<file path="src/rtl/crs_pkg.sv">
package crs_pkg;

    typedef enum logic [1:0] {
        ST_ARMED = 2'd0,
        ST_MASK  = 2'd1,
        ST_OPEN  = 2'd2
    } seq_state_e;

    typedef struct packed {
        logic a;
        logic b;
    } line_pair_t;

    // Number of frame strobes after release at which the counter starts.
    function automatic int unsigned edges_to_start(input logic master,
                                                   input int unsigned slave_periods);
        return master ? 1 : slave_periods + 1;
    endfunction

endpackage

</file>
<file path="src/rtl/crs_sync.sv">
module crs_sync #(
    parameter int WIDTH  = 2,
    parameter int STAGES = 2
) (
    input  logic             clk,
    input  logic             rst,
    input  logic [WIDTH-1:0] d,
    output logic [WIDTH-1:0] q
);

    for (genvar s = 0; s < STAGES; s++) begin : g_stage
        logic [WIDTH-1:0] r;
        if (s == 0) begin : g_first
            always_ff @(posedge clk) begin
                if (rst) r <= '0;
                else     r <= d;
            end
        end else begin : g_next
            always_ff @(posedge clk) begin
                if (rst) r <= '0;
                else     r <= g_stage[s-1].r;
            end
        end
    end

    assign q = g_stage[STAGES-1].r;

endmodule

</file>
<file path="src/rtl/crs_frame_seq.sv">
module crs_frame_seq
    import crs_pkg::*;
#(
    parameter int MASK_FRAMES   = 516,
    parameter int SLAVE_PERIODS = 2
) (
    input  logic clk,
    input  logic rst,
    input  logic rel,
    input  logic master_mode,
    input  logic frame_stb,
    output logic counter_start,
    output logic adc_valid
);

    localparam int CNT_W  = $clog2(MASK_FRAMES + 1);
    localparam int EDGE_W = $clog2(SLAVE_PERIODS + 3);

    seq_state_e        state_q;
    logic [EDGE_W-1:0] edge_cnt_q;
    logic [CNT_W-1:0]  frame_cnt_q;
    logic              start_q;
    logic              valid_q;

    logic [EDGE_W-1:0] need;
    logic              hit_start;
    logic              hit_mask;

    always_comb begin
        need      = EDGE_W'(edges_to_start(master_mode, SLAVE_PERIODS));
        hit_start = (state_q == ST_ARMED) && frame_stb &&
                    (EDGE_W'(edge_cnt_q + EDGE_W'(1)) == need);
        hit_mask  = (state_q == ST_MASK) && frame_stb &&
                    (frame_cnt_q == CNT_W'(MASK_FRAMES - 1));
    end

    always_ff @(posedge clk) begin
        if (rst || !rel) begin
            state_q     <= ST_ARMED;
            edge_cnt_q  <= '0;
            frame_cnt_q <= '0;
            start_q     <= 1'b0;
            valid_q     <= 1'b0;
        end else begin
            start_q <= hit_start;
            unique case (state_q)
                ST_ARMED: begin
                    if (hit_start) begin
                        state_q     <= ST_MASK;
                        frame_cnt_q <= '0;
                    end else if (frame_stb) begin
                        edge_cnt_q <= EDGE_W'(edge_cnt_q + EDGE_W'(1));
                    end
                end
                ST_MASK: begin
                    if (hit_mask) begin
                        state_q <= ST_OPEN;
                        valid_q <= 1'b1;
                    end else if (frame_stb) begin
                        frame_cnt_q <= CNT_W'(frame_cnt_q + CNT_W'(1));
                    end
                end
                ST_OPEN: valid_q <= 1'b1;
                default: state_q <= ST_ARMED;
            endcase
        end
    end

    assign counter_start = start_q;
    assign adc_valid     = valid_q;


    start_one_shot_chk: assert property (@(posedge clk) disable iff (rst)
        counter_start |=> !counter_start);


    unmask_on_strobe_chk: assert property (@(posedge clk) disable iff (rst)
        $rose(adc_valid) |-> $past(frame_stb));


    start_while_masked_chk: assert property (@(posedge clk) disable iff (rst)
        counter_start |-> !adc_valid);

endmodule

</file>
<file path="src/rtl/codec_rst_seq.sv">
module codec_rst_seq
    import crs_pkg::*;
#(
    parameter int ADC_W         = 20,
    parameter int MASK_FRAMES   = 516,
    parameter int SLAVE_PERIODS = 2,
    parameter int SYNC_STAGES   = 2
) (
    input  logic             clk,
    input  logic             rst,
    input  logic             rst_a_n,
    input  logic             rst_b_n,
    input  logic             master_mode,
    input  logic             frame_stb,
    input  logic [ADC_W-1:0] adc_data_i,
    output logic             sys_rst,
    output logic             counter_start,
    output logic             adc_valid,
    output logic             dac_oe,
    output logic             full_run,
    output logic [ADC_W-1:0] adc_data_o
);

    line_pair_t lines_raw;
    line_pair_t lines_s;
    logic       rel;
    logic       sys_rst_q;
    logic       dac_oe_q;
    logic       full_run_q;

    assign lines_raw = '{a: rst_a_n, b: rst_b_n};

    crs_sync #(
        .WIDTH  ($bits(line_pair_t)),
        .STAGES (SYNC_STAGES)
    ) i_sync (
        .clk (clk),
        .rst (rst),
        .d   (lines_raw),
        .q   (lines_s)
    );

    assign rel = lines_s.a | lines_s.b;

    always_ff @(posedge clk) begin
        if (rst) begin
            sys_rst_q  <= 1'b1;
            dac_oe_q   <= 1'b0;
            full_run_q <= 1'b0;
        end else begin
            sys_rst_q  <= ~rel;
            dac_oe_q   <= rel;
            full_run_q <= lines_s.a & lines_s.b;
        end
    end

    crs_frame_seq #(
        .MASK_FRAMES   (MASK_FRAMES),
        .SLAVE_PERIODS (SLAVE_PERIODS)
    ) i_seq (
        .clk           (clk),
        .rst           (rst),
        .rel           (rel),
        .master_mode   (master_mode),
        .frame_stb     (frame_stb),
        .counter_start (counter_start),
        .adc_valid     (adc_valid)
    );

    assign sys_rst    = sys_rst_q;
    assign dac_oe     = dac_oe_q;
    assign full_run   = full_run_q;
    assign adc_data_o = adc_valid ? adc_data_i : '0;


    valid_needs_release_chk: assert property (@(posedge clk) disable iff (rst)
        adc_valid |-> !sys_rst);


    full_run_excl_chk: assert property (@(posedge clk) disable iff (rst)
        full_run |-> !sys_rst);


    oe_tristate_chk: assert property (@(posedge clk) disable iff (rst)
        sys_rst |-> !dac_oe);


    start_out_of_reset_chk: assert property (@(posedge clk) disable iff (rst)
        counter_start |-> !sys_rst);

endmodule

</file>
<file path="config.mk">
export PLATFORM = sky130hd
export DESIGN_NAME = codec_rst_seq
export DESIGN_NICKNAME = d
export VERILOG_FILES = /design/src/rtl/crs_pkg.sv /design/src/rtl/crs_sync.sv /design/src/rtl/crs_frame_seq.sv /design/src/rtl/codec_rst_seq.sv
export SDC_FILE = /design/constraint.sdc
export NUM_CORES = 1
export LEC_CHECK = 0
export ABC_AREA = 0
export BUFFER_PORTS_ARGS = -buffer_cell sky130_fd_sc_hd__buf_4
export CAP_MARGIN = 20
export CORE_MARGIN = 1
export CORE_UTILIZATION = 45
export CTS_BUF_LIST = sky130_fd_sc_hd__clkbuf_2
export DETAILED_ROUTE_END_ITERATION = 8
export PLACE_DENSITY_LB_ADDON = 0.1
export SETUP_SLACK_MARGIN = 0.02
export SLEW_MARGIN = 40
export SYNTH_ARGS = -nofsm -noshare
export SYNTH_HDL_FRONTEND = slang
export SYNTH_SLANG_ARGS = --single-unit
</file>
<file path="constraint.sdc">
create_clock -name clk -period 2.4 [get_ports clk]
set_input_delay 0.48 -clock clk [delete_from_list [all_inputs] [get_ports clk]]
set_output_delay 0.48 -clock clk [all_outputs]
set_load 0.02 [all_outputs]
</file>
==> results of run 1 <==
==> synthesized netlist by cell type (2+ instances only) <==
cell type and n:
ha_1 2, o21ai_0 3, nand3_1 6, o31ai_1 3, inv_1 5, dfxtp_1 24, nor2_1 10, clkbuf_1 2
and4_1 2, or4_4 2, and2_1 20, a21oi_1 6, xnor2_1 6, nand2_1 4, nor4_1 2, nor2b_1 4
or3_1 4, nor3_1 4, a211oi_1 2
==> routing by layer <==
layer  vias to the layer above  wire length, µm  part of all wire (%)  global-route usage [%]
met5                         -                0                     0                       0
met4                         0               19                  0.67                    3.95
met3                         2              151                   5.4                    3.67
met2                        29             1450                    52                    38.1
met1                       506             1200                    42                    23.7
li1                        562                -                     -                       -
==> logic make-up (layout without fill, tap and decap cells) <==
kind of cell | Yosys count | count (layout)
adders and majority gates | 2 | 2
AOI/OAI and AO/OA | 21 | 21
DFF | 24 | 24
xor gates and xnor gates | 7 | 7
and+or+nand+nor | 67 | 67
buffers and inverters | 10 | 60
muxes | 1 | 1
==> stage by stage <==
stage / util (%) / setup WS [ps] / hold WS (ps)
5_1_grt: 65.6 / 299 / 289
3_5_place_dp: 63.8 / 481 / 426
6_report: 65.6 / 446 / 321
3_3_place_gp: 63.8 / 541 / 423
2_1_floorplan: - / 676 / 410
4_1_cts: 65.6 / 448 / 312
==> registers in the layout, indices dropped and copies added (netlist names) <==
register	cells
dac_oe	1
full_run	1
i_seq.adc_valid	1
i_seq.counter_start	1
i_seq.edge_cnt_q	3
i_seq.frame_cnt_q	10
i_seq.state_q	2
i_sync.g_stage.r	2
i_sync.q	2
sys_rst	1
==> cell type report <==
type | count | area share (%)
inverters | 6 | 1.37
well taps | 30 | 2.29
multi-input cells | 98 | 41.4
clock buffers | 3 | 0.916
flip-flops and latches | 24 | 29.3
clock inverters | 1 | 1.83
repair buffers | 50 | 22.9
==> final timing paths <==
| path | startpoint | to | slack (ps) |
|---|---|---|---|
| setup reg to reg | i_seq.edge_cnt_q[0] | i_seq.frame_cnt_q[6] | 450 |
| hold / removal | rst | full_run | 320 |
| setup / recovery | i_seq.edge_cnt_q[0] | i_seq.frame_cnt_q[6] | 450 |
| hold reg to reg | i_sync.q[0] | full_run | 440 |
==> worst max-delay path: stages (launching register included) <==
cell       delay (ps)
dfxtp_1           530
ha_1              310
xnor2_1           210
o41ai_4           600
a2bb2oi_2         190
a211oi_1           50
==> report_power, final <==
| part | leakage (nW) | internal (W) | total [W] | switching, W |
|---|---|---|---|---|
| sequential | 0.195 | 0.000405 | 0.000409 | 0.00000321 |
| clock | 0.0266 | 0.000144 | 0.000260 | 0.000117 |
| combinational | 0.447 | 0.0000400 | 0.0000671 | 0.0000271 |
==> reports/qor.yml, run 1 <==
status: "complete, no violations"
numClockSinks: 24
worst_ir_drop_vdd_mv: 0.432
vias: 1099
synth-compound-area-share_pct: 14.8
cts_root_buffer: "clkbuf_2"
ys.flop_type: "dfxtp_1"
track_usage_pct: 20.3
initial_core_util_pct: 48.2
min_path_type: "in2reg"
cp-end-kind: "flip-flop"
clkSlewWorstSetupHoldPaths_ps: 220
place_inst: 208
seqCellArea_um2: 480
syn-instance-count: 132
clock_path_buffers: 2
max_freq_mhz: 512
numCtsBuffers: 3
fp.dieW_um: 53.7
fillers: 214
required_ps: 2650
synthTopCellsByArea: "dfxtp_1 (40%), and2_1 (10%), xnor2_1 (4.4%)"
worstRegToRegCells: 5
fin_crit_sh_pct: 81.4
wirelength_mm: 2.82
power_w: 0.000736
cp.arrival_ps: 2200
final_common_cell: "buf_4"
grt_pass1_vias: 950
hold-path-cell-count: 2
antenna_found_initial: 0
yosys.area_share.simple_pct: 33.4
finalSetupViolCount: 0
placementRows: 18
placed_area_mm2: 0.00159
period_needed_ps: 1950
synth-seq-cells: 24
setup-tns-final_ps: 0
synth.distinct_cells: 40
synth-xor-area-share_pct: 5.09
synth_top_area_share_pct: 39.9
route.detailed.wl_per_inst_um: 13.3
coreArea_mm2: 0.00250
die-area_mm2: 0.00289
avgSynthCellArea_um2: 9.13
yosysSeqAreaShare_pct: 39.9
grt_remaining_overflow: 0
grt_max_degree: 23
syn_area_mm2: 0.00120
tightestPinTransition_ps: 589
worstPathMaxFanout: 9
drtIter0Drc: 5
synth_nets: 160
fin_nets: 211
mostFrequentLayoutCells: "buf_4 (50), dfxtp_1 (24), and2_1 (20)"
cts_resized: 0
path_class: "reg2reg"
hold_viol: 0
slew_headroom_pct: 60.6
final_max_slew_viol_count: 0
yosys.area_share.adder_pct: 2.08
startpoint_type: "flip-flop"
multiInputGateArea_um2: 678
cts_tree: "yes"
antennaDiodeCount: 0
synth_top_area_cell: "dfxtp_1"
cts_max_level: 1
clock_skew_ps: 6.08
ant_nets: 0
yosys_warnings: 0
synthMuxAreaShare_pct: 0.831
drc: 0
drt-pass1-iter-count: 4
postCtsSetupRepairBufs: 0
pin_count: 51
cts_hold_buf: 0
stdcell_area_mm2: 0.00164
numPortBuffers: 50
power_density_mw_per_mm2: 449
drive_gt1_share_pct: 34.1
synth-edff-count: 0
grt_pass1_wl_mm: 4.24
clk-insertion-delay-late_ps: 320
viasPerCell: 5.18
synth_top_family_by_area: "simple AND/OR/NAND/NOR gates"
syn2layout_area_growth_pct: 36.0
hpwlAfterDp_mm: 2.27
rsz0062_at_grt: "no"
synthArstFlopShare_pct: 0
p_leak_nw: 0.668
final_cell_count_no_fill: 212
die_height_um: 53.7
drv_cap: 0
gp_congestion: 0.843
No activity file was read; power rests on OpenSTA's default activity.
==> run 2: changes to the inputs <==
- clock period: 2.4 -> 1.8 ns (I/O delays scaled with it)
==> run 2 against run 1 <==
  * Critical path depth shrank 1
  * Die area is the same
  * First-iteration DRC count grew to 2.6 times the previous value
  * Largest power group unchanged
  * Count of clock-buffer cells in the layout is the same
  * Register-to-register slack lost 300 ps
  * Critical endpoint is now i_seq.frame_cnt_q[1]
==> reports/qor.yml, run 2 (synthesis results as in run 1) <==
tightestPinTransition_ps: 431
initial_core_util_pct: 48.2
mostFrequentLayoutCells: "buf_4 (56), dfxtp_1 (22), and2_1 (20)"
min_path_type: "in2reg"
placementRows: 18
antenna_found_initial: 0
worstPathMaxFanout: 6
fp.dieW_um: 53.7
cp-end-kind: "flip-flop"
drt-pass1-iter-count: 4
final_common_cell: "buf_4"
p_switching_w: 0.000210
setup-tns-final_ps: 0
drc: 0
power_w: 0.000859
cts_tree: "yes"
cts_hold_buf: 0
top_regs: "i_seq.frame_cnt_q (10), i_seq.edge_cnt_q (3)"
required_ps: 2080
p_int_w: 0.000649
vias: 1144
numPortBuffers: 50
viasPerCell: 5.25
grt_pass1_wl_mm: 4.62
coreArea_mm2: 0.00250
clock_skew_ps: 9.55
p_sw_share_pct: 24.5
cp.arrival_ps: 1930
fin_nets: 217
seqPwrFrac_pct: 63.3
rsz0062_at_grt: "no"
gp_congestion: 0.844
p_clk_share_pct: 25.1
status: "complete, no violations"
die-area_mm2: 0.00289
hpwlAfterDp_mm: 2.38
final_cell_count_no_fill: 218
antennaDiodeCount: 0
pre_cts_slack_ps: 102
die_height_um: 53.7
worst_ir_drop_vdd_mv: 0.367
power_density_mw_per_mm2: 511
startpoint_type: "flip-flop"
syn2layout_area_growth_pct: 39.5
drive_gt1_share_pct: 37.8
drtIter0Drc: 13
grt_max_degree: 23
clkSlewWorstSetupHoldPaths_ps: 230
place_inst: 214
fillers: 211
largest_reg_flops: 10
finalSetupViolCount: 0
track_usage_pct: 22.4
fin_crit_sh_pct: 91.7
pin_count: 51
path_class: "reg2reg"
numCtsBuffers: 3
grt_pass1_vias: 1044
cts_root_buffer: "clkbuf_2"
clock_path_buffers: 2
ant_nets: 0
timing.final.ws_setup_ps: 149
max_freq_mhz: 606
grt_remaining_overflow: 0
hold_viol: 0
slew_headroom_pct: 71.2
wirelength_mm: 3.12
final_max_slew_viol_count: 0
regMostFlops: "i_seq.frame_cnt_q"
numClockSinks: 24
combPwrFrac_pct: 11.7
route.detailed.wl_per_inst_um: 14.3
p_leak_nw: 0.689
drv_cap: 0
clk-insertion-delay-late_ps: 350
period_needed_ps: 1650
cts_max_level: 1
-- run 2: cell count changes in the layout (fill, tap and decap cells not counted), sizes merged --
cell / before / now
buf: 50 / 56
bufinv: 1 / 0
clkinv: 1 / 2
-- run 2: per-layer routing --
layer  share of wire [%]  up-vias  routed length (µm)  GRT usage [%]
met5                   0        -                   0              0
met4                 1.2        0                  37           7.02
met3                 6.2        5                 192           3.95
met2                  49       39                1520           39.3
met1                  44      522                1370           27.4
li1                    -      578                   -              -
-- run 2: layout make-up --
type	count	area [µm²]	area share (%)
Clock inverter	1	3.75	0.223
Sequential cell	24	483	28.7
Multi-Input combinational cell	98	698	41.5
Timing Repair Buffer	56	420	25.0
Tap cell	30	37.5	2.23
Inverter	6	22.5	1.34
Clock buffer	3	15.0	0.894
-- run 2: worst max-delay path: stages (launching register included) --
cell and delay [ps]:
dfxtp_1 400, or4_4 560, o31ai_4 380, o2111ai_1 160
o31ai_1 90
-- run 2: power groups by stage --
stage	Clock (W)	Combinational, W	Sequential (W)
detailed placement	0	0.0000973	0.000554
floorplan	0	0.0000346	0.000558
global placement	0	0.0000943	0.000553
CTS	0.000216	0.0000976	0.000543
global route	0.000241	0.000108	0.000545
finish	0.000215	0.000100	0.000544
-- run 2: final timing paths --
path	endpoint	slack, ps	cells after the start	startpoint
setup / recovery	i_seq.frame_cnt_q[1]	150	4	i_seq.frame_cnt_q[3]
hold / removal	full_run	170	2	rst
setup reg to reg	i_seq.frame_cnt_q[1]	150	4	i_seq.frame_cnt_q[3]
hold reg to reg	full_run	450	2	i_sync.q[0]
-- run 2: timing repair --
item	4_1_cts	5_1_grt
endpoints found under the hold margin	0	0
resized for setup	0	4
setup buffers	0	0
endpoints found under the setup margin	0	22
-- run 2: metrics by stage --
| stage | hold WS, ps | util, % | cell area, µm² |
|---|---|---|---|
| 6_report | 172 | 67.2 | 1680 |
| 3_5_place_dp | 427 | 65.6 | 1640 |
| 4_1_cts | 170 | 66.3 | 1660 |
| 5_1_grt | 148 | 67.2 | 1680 |
| 2_1_floorplan | 410 | - | 1200 |
| 3_3_place_gp | 415 | 65.6 | 1640 |
